--- src/rtl/tally_pkg.sv ---
package tally_pkg;

    // Kind of event presented to the tallies on a given cycle
    typedef enum logic [1:0] {
        EV_NONE = 2'd0,
        EV_HIT  = 2'd1,
        EV_MISS = 2'd2
    } tally_ev_e;

    // Decide which tally an accepted strobe goes to; a stopped block accepts nothing
    function automatic tally_ev_e classify(input logic submit,
                                           input logic match,
                                           input logic stopped);
        if (!submit || stopped) return EV_NONE;
        return match ? EV_HIT : EV_MISS;
    endfunction

endpackage

--- src/rtl/tally_sat_counter.sv ---
module tally_sat_counter #(
    parameter int W     = 3,
    parameter int LIMIT = 6
) (
    input  logic         clk,
    input  logic         rst,
    input  logic         inc,
    input  logic         clr,
    output logic [W-1:0] cnt,
    output logic         reach
);
    localparam logic [W-1:0] TOP  = W'(LIMIT);
    localparam logic [W-1:0] LAST = W'(LIMIT - 1);

    // Asserted on the increment that brings the count to LIMIT
    assign reach = inc && (cnt == LAST);

    always_ff @(posedge clk) begin
        if (rst || clr) begin
            cnt <= '0;
        end else if (inc && (cnt != TOP)) begin
            cnt <= cnt + 1'b1;
        end
    end
endmodule

--- src/rtl/tally_stop_latch.sv ---
module tally_stop_latch (
    input  logic clk,
    input  logic rst,
    input  logic set,
    output logic q
);
    // Set-only: after reset, nothing but rst can clear it
    always_ff @(posedge clk) begin
        if (rst) begin
            q <= 1'b0;
        end else if (set) begin
            q <= 1'b1;
        end
    end
endmodule

--- src/rtl/tally_lockout.sv ---
module tally_lockout
    import tally_pkg::*;
#(
    parameter int CNT_W      = 3,
    parameter int HIT_LIMIT  = 6,
    parameter int MISS_LIMIT = 3
) (
    input  logic             clk,
    input  logic             rst,
    input  logic             submit_i,
    input  logic             match_i,
    output logic             stopped_o,
    output logic [CNT_W-1:0] hit_cnt_o,
    output logic [CNT_W-1:0] miss_cnt_o
);
    tally_ev_e ev;
    logic      hit_reach;
    logic      miss_reach;

    assign ev = classify(submit_i, match_i, stopped_o);

    tally_sat_counter #(.W(CNT_W), .LIMIT(HIT_LIMIT)) i_hit (
        .clk   (clk),
        .rst   (rst),
        .inc   (ev == EV_HIT),
        .clr   (miss_reach),
        .cnt   (hit_cnt_o),
        .reach (hit_reach)
    );

    // The miss counter clears on the edge that reaches its limit
    tally_sat_counter #(.W(CNT_W), .LIMIT(MISS_LIMIT)) i_miss (
        .clk   (clk),
        .rst   (rst),
        .inc   (ev == EV_MISS),
        .clr   (miss_reach),
        .cnt   (miss_cnt_o),
        .reach (miss_reach)
    );

    tally_stop_latch i_stop (
        .clk (clk),
        .rst (rst),
        .set (hit_reach),
        .q   (stopped_o)
    );
endmodule

--- config.mk ---
export PLATFORM = sky130hd
export DESIGN_NAME = tally_lockout
export DESIGN_NICKNAME = d
export VERILOG_FILES = /design/src/rtl/tally_pkg.sv /design/src/rtl/tally_sat_counter.sv /design/src/rtl/tally_stop_latch.sv /design/src/rtl/tally_lockout.sv
export SDC_FILE = /design/constraint.sdc
export NUM_CORES = 1
export LEC_CHECK = 0
export ABC_AREA = 1
export BUFFER_PORTS_ARGS = -buffer_cell sky130_fd_sc_hd__buf_4
export CORE_AREA = 3 3 40 42
export DETAILED_ROUTE_END_ITERATION = 6
export DIE_AREA = 0 0 43 45
export HOLD_SLACK_MARGIN = 0.02
export SYNTH_ARGS = -nofsm -noshare
export SYNTH_HDL_FRONTEND = slang
export SYNTH_SLANG_ARGS = --single-unit
--- constraint.sdc ---
create_clock -name clk -period 1 [get_ports clk]
set_input_delay 0.2 -clock clk [delete_from_list [all_inputs] [get_ports clk]]
set_output_delay 0.2 -clock clk [all_outputs]
set_load 0.01 [all_outputs]
==> impl_metrics.env, run 1 <==
export IMPL_status="complete, but fails checks"
export IMPL_violations="setup timing"
export IMPL_ctsHtreeMaxLevel=1
export IMPL_nets=92
export IMPL_yosysSeqAreaShare=0.299
export IMPL_yosysWarnings=0
export IMPL_start_util=0.364
export IMPL_coreArea_mm2=0.00128
export IMPL_yosysMostFrequentCell="inv_1"
export IMPL_cp_slowest_stage_delay_ps=360
export IMPL_yosysTopAreaCell="dfxtp_1"
export IMPL_hold_viol=0
export IMPL_n_antenna_cell=0
export IMPL_synth_edf_count=0
export IMPL_vias_per_cell=4.84
export IMPL_rsz0062_at_grt="yes"
export IMPL_syn_inst=58
export IMPL_synth_common_cells="inv_1 (13), nand2_1 (9), dfxtp_1 (7), nand4_1 (7), ha_1 (6)"
export IMPL_cts_buffer_depth=2
export IMPL_post_route_worst_setup_slack_ps=-89.9
export IMPL_cts_buffers=3
export IMPL_drc=0
export IMPL_crit_chain="ha_4 > ha_4 > inv_4 > nand4_1 > a21oi_2"
export IMPL_holdCritPathClass="input port to flop"
export IMPL_place_inst=89
export IMPL_grt_first_pass_wirelength_um=1820
export IMPL_die_w_um=43
export IMPL_syn_nets=68
export IMPL_whs_endpoint="i_stop.q$_SDFFE_PP0P_"
export IMPL_peakVddDrop_mv=0.551
export IMPL_power_leakage_nw=0.334
export IMPL_wl_um=1120
export IMPL_fmax_mhz=918
export IMPL_final_setup_tns_ps=-559
export IMPL_yosys_area_top_type_share=0.299
export IMPL_cpMostUsedCell="ha_4"
export IMPL_cts_tree="built"
export IMPL_holdPathStages=2
export IMPL_numPortBuffers=10
export IMPL_total_power_mw=0.716
export IMPL_r2r_slack_ps=-90
export IMPL_crit_family="flip-flops"
export IMPL_min_from="rst"
export IMPL_power_density_mw_per_mm2=922
export IMPL_via_count=465
export IMPL_grt_pass1_vias=425
export IMPL_critPathKind="flop to flop"
export IMPL_synth_area_top_cells="dfxtp_1 (30%), ha_1 (16%), inv_1 (10%)"
export IMPL_ant_nets=0
export IMPL_dp_hpwl_um=787
export IMPL_fin_cells=96
export IMPL_rr_worst_depth=5
export IMPL_start_kind="flop"
export IMPL_period_share=1.09
export IMPL_chipHeight_um=45
export IMPL_ys_ff_latch=7
export IMPL_worstSkewPairLatency_ps=260
export IMPL_cp_num_buf_inv=1
export IMPL_gp_congestion=0.793
export IMPL_syn_area_um2=468
export IMPL_finalCriticalPeriod_ps=1090
export IMPL_synthArstFlopShare=0
export IMPL_rows=13
export IMPL_root_buffer="clkbuf_4"
export IMPL_drtIter0Drc=8
export IMPL_r2r_start="i_miss.cnt[1]$_SDFFE_PP0P_"
export IMPL_timing_final_max_slew_violations=0
export IMPL_arrival_ps=1280
export IMPL_clock_sinks=7
export IMPL_gr_usage_all_layers=0.131
export IMPL_die_area_mm2=0.00194
export IMPL_grt_max_degree=11
export IMPL_antenna_found_initial=0
export IMPL_worst_pin_slew_ps=193
export IMPL_crit_path_max_fanout=4
export IMPL_reg2reg_to="i_miss.cnt[0]$_SDFFE_PP0P_"
export IMPL_crit_path_top_delay_cell="dfxtp_4"
export IMPL_grt_overflow_total=0
export IMPL_cp_end_kind="flop"
export IMPL_finalSetupViolCount=10
export IMPL_post_drt_wl_per_cell_um=11.7
export IMPL_clk_pin_slew_ps=60
export IMPL_synth_ff_type="dfxtp_1"
export IMPL_num_io_pins=11
export IMPL_areaGrowthSynthToFinish_pct=65.8
export IMPL_skew_ps=1.29
export IMPL_place_worst_setup_slack_ps=-88.2
export IMPL_avgSynthCellArea_um2=8.07
export IMPL_drtPass1Iterations=4
export IMPL_relSlewSlack=0.871
export IMPL_drv_cap=0
export IMPL_layout_drive_gt1_share=0.679
export IMPL_crit_required_ps=1190
export IMPL_synth_cell_types=14
## power by group
| part | switching, mW | internal [mW] | leakage (nW) |
|---|---|---|---|
| clock | 0.119 | 0.153 | 0.0150 |
| combinational | 0.0737 | 0.0751 | 0.258 |
| sequential | 0.0128 | 0.282 | 0.0613 |
| total | 0.205 | 0.510 | 0.334 |
## sequential cells by signal, indices dropped and copies added, names as in the netlist
signal	count
i_hit.cnt	3
i_miss.cnt	3
i_stop.q	1
## worst max-delay path by stage
stage | from | endpoint | cells after the start
2_1_floorplan | i_miss.cnt[1]$_SDFFE_PP0P_ | i_miss.cnt[2]$_SDFFE_PP0P_ | 6
3_3_place_gp | i_miss.cnt[0]$_SDFFE_PP0P_ | i_miss.cnt[2]$_SDFFE_PP0P_ | 7
3_5_place_dp | i_miss.cnt[0]$_SDFFE_PP0P_ | i_miss.cnt[2]$_SDFFE_PP0P_ | 7
4_1_cts | i_miss.cnt[1]$_SDFFE_PP0P_ | i_miss.cnt[1]$_SDFFE_PP0P_ | 6
5_1_grt | i_miss.cnt[1]$_SDFFE_PP0P_ | i_miss.cnt[0]$_SDFFE_PP0P_ | 5
6_report | i_miss.cnt[1]$_SDFFE_PP0P_ | i_miss.cnt[0]$_SDFFE_PP0P_ | 5
## metrics by stage
| step | utilization | cell area [um^2] | hold slack [ps] |
|---|---|---|---|
| after floorplan | - | 510 | 269 |
| after global placement | 0.505 | 649 | 373 |
| after detailed placement | 0.505 | 649 | 371 |
| after CTS | 0.575 | 739 | 88.7 |
| after global routing | 0.604 | 776 | 81.6 |
| final | 0.604 | 776 | 95.4 |
## cell type report
type / count / area (um^2)
clock buffers: 4 / 26.3
fillers: 112 / 509
inverters: 14 / 57.6
multi-input cells: 37 / 345
flip-flops and latches: 7 / 159
well taps: 15 / 18.8
repair buffers: 19 / 169
## layout by cell type (no fill, tap or decap), types with 2 or more instances in the layout
master,synthesis,routed
buf_4,0,12
inv_1,13,8
nand4_1,7,7
buf_6,0,7
nand2_1,9,5
a21oi_2,5,5
inv_2,1,4
nand2_2,0,4
dfxtp_4,0,4
ha_4,0,3
clkbuf_4,0,3
dfxtp_2,0,3
inv_4,0,2
nand3_2,2,2
ha_1,6,2
## cell families after synthesis
family,count (synthesis),synth area share
AO/OA/AOI/OAI,6,0.104
flip-flops,7,0.299
buffers and inverters,14,0.112
adder cells (fa/ha/maj),6,0.160
AND/OR/NAND/NOR,25,0.324
## what timing repair did
item | 4_1_cts | 5_1_grt
pin swaps | 8 | 5
buffers inserted | 1 | 2
resized for setup | 17 | 8
hold buffers | 0 | 0
setup endpoints to repair | 12 | 12
## routing by layer
metal  track usage  share of wire
met5             0              0
met4        0.0904          0.017
met3        0.0478          0.066
met2         0.174           0.47
met1         0.173           0.45
Note: power is estimated with default switching activity, not from simulation.
==> run 2: changes to the inputs <==
--- a/config.mk
+++ b/config.mk
@@ -13,2 +13,4 @@
 export HOLD_SLACK_MARGIN = 0.02
+export SETUP_SLACK_MARGIN = 0.4
+export SKIP_LAST_GASP = 1
 export SYNTH_ARGS = -nofsm -noshare
--- a/constraint.sdc
+++ b/constraint.sdc
@@ -3,2 +3,2 @@
 set_output_delay 0.2 -clock clk [all_outputs]
-set_load 0.01 [all_outputs]
+set_load 0.05 [all_outputs]
==> impl_metrics.env, run 2 (synthesized netlist as in run 1, its figures left out) <==
export IMPL_layout_drive_gt1_share=0.646
export IMPL_relSlewSlack=0.881
export IMPL_wl_um=1080
export IMPL_post_route_worst_setup_slack_ps=-84.4
export IMPL_violations="setup timing"
export IMPL_crit_path_max_fanout=4
export IMPL_rows=13
export IMPL_reg_top3="i_hit.cnt x3, i_miss.cnt x3, i_stop.q x1"
export IMPL_clock_sinks=7
export IMPL_cts_buffers=3
export IMPL_place_worst_setup_slack_ps=-67.5
export IMPL_reg2reg_to="i_miss.cnt[0]$_SDFFE_PP0P_"
export IMPL_gr_usage_all_layers=0.133
export IMPL_start_kind="flop"
export IMPL_cts_tree="built"
export IMPL_grt_first_pass_wirelength_um=1880
export IMPL_clk_pin_slew_ps=50
export IMPL_die_w_um=43
export IMPL_finalCriticalPeriod_ps=1080
export IMPL_ant_nets=0
export IMPL_period_share=1.08
export IMPL_grt_overflow_total=0
export IMPL_whs_endpoint="i_stop.q$_SDFFE_PP0P_"
export IMPL_finalSetupViolCount=9
export IMPL_cts_buffer_depth=2
export IMPL_drc=0
export IMPL_rsz0062_at_grt="yes"
export IMPL_root_buffer="clkbuf_4"
export IMPL_final_setup_tns_ps=-520
export IMPL_status="complete, but fails checks"
export IMPL_coreArea_mm2=0.00128
export IMPL_ctsHtreeMaxLevel=1
export IMPL_grt_max_degree=11
export IMPL_cpMostUsedCell="ha_4"
export IMPL_fillers=103
export IMPL_arrival_ps=1220
export IMPL_peakVddDrop_mv=1.11
export IMPL_r2r_start="i_miss.cnt[1]$_SDFFE_PP0P_"
export IMPL_final_common_cell="buf_4"
export IMPL_crit_required_ps=1140
export IMPL_gp_congestion=0.785
export IMPL_mostFrequentLayoutCells="buf_4 (11), inv_1 (8), nand2_1 (7), nand4_1 (7), dfxtp_4 (7)"
export IMPL_holdPathStages=2
export IMPL_post_drt_wl_per_cell_um=11.2
export IMPL_timing_final_max_slew_violations=0
export IMPL_power_leakage_nw=0.344
export IMPL_cp_end_kind="flop"
export IMPL_cts_hold_buf=0
export IMPL_drtPass1Iterations=5
export IMPL_worstSkewPairLatency_ps=250
export IMPL_total_power_mw=0.723
export IMPL_areaGrowthSynthToFinish_pct=74.9
export IMPL_nets=93
export IMPL_chipHeight_um=45
export IMPL_via_count=465
export IMPL_holdCritPathClass="input port to flop"
export IMPL_rr_worst_depth=6
export IMPL_drtIter0Drc=15
export IMPL_vias_per_cell=4.79
export IMPL_final_util=0.637
export IMPL_fin_cells=97
export IMPL_min_from="rst"
export IMPL_cp_slowest_stage_delay_ps=360
export IMPL_die_area_mm2=0.00194
export IMPL_r2r_slack_ps=-80
export IMPL_skew_ps=1.99
export IMPL_crit_chain="ha_4 > ha_4 > inv_4 > nand3_4 > nand2_1 > a21oi_2"
export IMPL_antenna_found_initial=0
export IMPL_fmax_mhz=922
export IMPL_numPortBuffers=10
export IMPL_crit_path_top_delay_cell="dfxtp_4"
export IMPL_worst_pin_slew_ps=178
export IMPL_n_antenna_cell=0
export IMPL_hold_viol=0
export IMPL_place_inst=87
export IMPL_start_util=0.364
export IMPL_dp_hpwl_um=719
export IMPL_power_density_mw_per_mm2=883
export IMPL_drv_cap=0
export IMPL_critPathKind="flop to flop"
export IMPL_num_io_pins=11
export IMPL_grt_pass1_vias=421
==> run 2: where the power goes <==
group | internal [mW] | switching (mW) | leakage (nW)
registers | 0.275 | 0.0132 | 0.0622
logic | 0.0824 | 0.0990 | 0.267
clock network | 0.152 | 0.101 | 0.0150
total | 0.510 | 0.213 | 0.344
==> run 2: area by class of cell <==
cell class                 instances  area (um^2)  share of cell area
clock buffer                       4         26.3              0.0321
tap                               15         18.8              0.0229
multi-input combinational         37          343               0.419
sequential                         7          166               0.203
inverter                          14         57.6              0.0703
timing repair buffer              20          206               0.252
==> run 2: layer usage <==
metal / part of all wire / global-route usage / routed length [um] / vias to the layer above
li1: - / - / - / 240
met1: 0.42 / 0.166 / 456 / 202
met2: 0.47 / 0.210 / 514 / 21
met3: 0.094 / 0.0598 / 102 / 2
met4: 0.0092 / 0.0361 / 10 / 0
met5: 0 / 0 / 0 / -
==> run 2: what timing repair did <==
item / CTS / global route
buffers inserted: 4 / 2
pin swaps: 5 / 5
endpoints found under the setup margin: 14 / 14
gates resized for setup: 20 / 5
cloned: 0 / 0
==> run 2: worst max path at each step <==
stage / cells past startpoint / from / slack [ps] / endpoint
after floorplan: 6 / i_miss.cnt[1]$_SDFFE_PP0P_ / -100 / i_miss.cnt[2]$_SDFFE_PP0P_
after global placement: 6 / i_miss.cnt[1]$_SDFFE_PP0P_ / -80 / i_miss.cnt[1]$_SDFFE_PP0P_
after detailed placement: 6 / i_miss.cnt[1]$_SDFFE_PP0P_ / -70 / i_miss.cnt[1]$_SDFFE_PP0P_
after CTS: 6 / i_miss.cnt[1]$_SDFFE_PP0P_ / -70 / i_miss.cnt[0]$_SDFFE_PP0P_
final: 6 / i_miss.cnt[1]$_SDFFE_PP0P_ / -80 / i_miss.cnt[0]$_SDFFE_PP0P_
after global routing: 5 / i_miss.cnt[1]$_SDFFE_PP0P_ / -150 / i_miss.cnt[2]$_SDFFE_PP0P_
==> run 2: critical path: cells and delay by family (launching register included) <==
kind	cells	cell delay, ps
flip-flops	1	360
adder cells (fa/ha/maj)	2	320
AND/OR/NAND/NOR	2	180
buffers and inverters	1	70
AO/OA/AOI/OAI	1	50
==> run 2: metrics by stage <==
stage | hold WS [ps] | instance area (um^2)
2_1_floorplan | 259 | 524
3_3_place_gp | 362 | 648
3_5_place_dp | 363 | 648
4_1_cts | 95.6 | 786
5_1_grt | 90.5 | 818
6_report | 107 | 818
==> run 3: changes to the inputs <==
Clock period 1 ns to 1.2 ns, I/O delays scaled along.
==> impl_metrics.env, run 3 (synthesized netlist as in run 1, its figures left out) <==
export IMPL_combPwrFrac=0.205
export IMPL_crit_required_ps=1390
export IMPL_fmax_mhz=917
export IMPL_cts_buffers=3
export IMPL_holdCritPathClass="input port to flop"
export IMPL_finalCriticalPeriod_ps=1090
export IMPL_holdPathStages=2
export IMPL_grt_overflow_total=0
export IMPL_areaGrowthSynthToFinish_pct=57.0
export IMPL_switching_share=0.302
export IMPL_nets=85
export IMPL_chipHeight_um=45
export IMPL_worstSkewPairLatency_ps=260
export IMPL_worst_pin_slew_ps=172
export IMPL_timing_final_max_slew_violations=0
export IMPL_arrival_ps=1280
export IMPL_vias_per_cell=4.64
export IMPL_peakVddDrop_mv=0.579
export IMPL_antenna_found_initial=0
export IMPL_period_share=0.909
export IMPL_holdWs_ps=132
export IMPL_use_met2=0.147
export IMPL_ant_nets=0
export IMPL_num_io_pins=11
export IMPL_grt_max_degree=11
export IMPL_relSlewSlack=0.885
export IMPL_start_util=0.364
export IMPL_critPathKind="flop to flop"
export IMPL_start_kind="flop"
export IMPL_grt_pass1_vias=349
export IMPL_wl_um=951
export IMPL_gp_congestion=0.755
export IMPL_clockPowerShare=0.374
export IMPL_power_leakage_nw=0.297
export IMPL_cts_buffer_depth=2
export IMPL_grt_first_pass_wirelength_um=1570
export IMPL_numPortBuffers=10
export IMPL_seqPwrFrac=0.421
export IMPL_die_area_mm2=0.00194
export IMPL_cp_end_kind="flop"
export IMPL_power_switching_mw=0.176
export IMPL_gr_usage_met1=0.143
export IMPL_coreArea_mm2=0.00128
export IMPL_drv_cap=0
export IMPL_intPower_mw=0.407
export IMPL_gr_usage_all_layers=0.115
export IMPL_drtIter0Drc=4
export IMPL_rows=13
export IMPL_place_worst_setup_slack_ps=116
export IMPL_hold_viol=0
export IMPL_crit_chain="ha_4 > ha_4 > inv_2 > nand4_1 > a21oi_2"
export IMPL_cp_num_buf_inv=1
export IMPL_grt_busiest_layer="met2"
export IMPL_clock_sinks=7
export IMPL_reg_top3="i_hit.cnt x3, i_miss.cnt x3, i_stop.q x1"
export IMPL_use_met3=0.0598
export IMPL_power_density_mw_per_mm2=794
export IMPL_total_power_mw=0.583
export IMPL_n_antenna_cell=0
export IMPL_cp_num_cells=5
export IMPL_layout_drive_gt1_share=0.635
export IMPL_root_buffer="clkbuf_4"
export IMPL_final_setup_tns_ps=0
export IMPL_drc=0
export IMPL_place_inst=83
export IMPL_post_route_worst_setup_slack_ps=110
export IMPL_cpMostUsedCell="ha_4"
export IMPL_fin_cells=89
export IMPL_post_drt_wl_per_cell_um=10.7
export IMPL_mostFrequentLayoutCells="inv_1 (7), nand4_1 (7), nand2_1 (6), a21oi_2 (6), dfxtp_4 (6)"
export IMPL_cts_tree="built"
export IMPL_clk_pin_slew_ps=50
export IMPL_crit_path_top_delay_cell="dfxtp_4"
export IMPL_crit_path_max_fanout=4
export IMPL_rr_worst_depth=5
export IMPL_skew_ps=5.31
export IMPL_die_w_um=43
export IMPL_drtPass1Iterations=2
export IMPL_dp_hpwl_um=664
export IMPL_rsz0062_at_grt="yes"
export IMPL_cp_slowest_stage_delay_ps=370
export IMPL_via_count=413
export IMPL_finalSetupViolCount=0
export IMPL_ctsHtreeMaxLevel=1
export IMPL_status="complete, no violations"
export IMPL_crit_family="flip-flops"
-- run 3: cell types whose count changed in the layout (fill, tap and decap cells not counted), sizes merged --
| cell | delta |
|---|---|
| buf | -8 |
-- run 3: power by group through the flow --
| stage | registers (mW) | clock network, mW | logic (mW) |
|---|---|---|---|
| after floorplan | 0.272 | 0 | 0.0479 |
| after CTS | 0.243 | 0.228 | 0.112 |
| after global routing | 0.247 | 0.247 | 0.131 |
| final | 0.246 | 0.218 | 0.119 |
| after global placement | 0.249 | 0 | 0.102 |
| after detailed placement | 0.249 | 0 | 0.102 |
-- run 3: per-layer routing --
metal	up-vias	share of wire
met5	-	0
met4	0	0.023
met3	4	0.055
met2	9	0.46
met1	177	0.46
li1	223	-
-- run 3: timing repair --
item / CTS / global route
setup endpoints to repair: 14 / 14
pin swaps: 1 / 6
setup buffers: 1 / 1
hold buffers: 0 / 0
gates resized for setup: 15 / 8
-- run 3: through the flow --
| stage | util | area (um^2) |
|---|---|---|
| finish | 0.572 | 734 |
| floorplan | - | 519 |
| global placement | 0.477 | 613 |
| CTS | 0.543 | 698 |
| detailed placement | 0.477 | 613 |
| global route | 0.572 | 734 |
-- run 3: area by class of cell --
type,instances,area (um^2)
fillers,116,551
multi-input cells,37,337
flip-flops and latches,7,164
repair buffers,12,131
inverters,14,57.6
clock buffers,4,26.3
well taps,15,18.8
-- run 3: worst paths after layout --
kind / slack, ps / start / endpoint
hold / removal: 130 / rst / i_stop.q$_SDFFE_PP0P_
setup reg to reg: 110 / i_miss.cnt[1]$_SDFFE_PP0P_ / i_miss.cnt[2]$_SDFFE_PP0P_
hold reg to reg: 520 / i_hit.cnt[0]$_SDFFE_PP0P_ / i_hit.cnt[0]$_SDFFE_PP0P_
setup / recovery: 110 / i_miss.cnt[1]$_SDFFE_PP0P_ / i_miss.cnt[2]$_SDFFE_PP0P_
-- run 3: worst reg2reg max path, delay by kind of cell (launching register included) --
family	cells	cell delay, ps
simple gates	1	110
flops	1	370
compound gates	1	150
buf+inv	1	40
fa+ha+maj	2	370
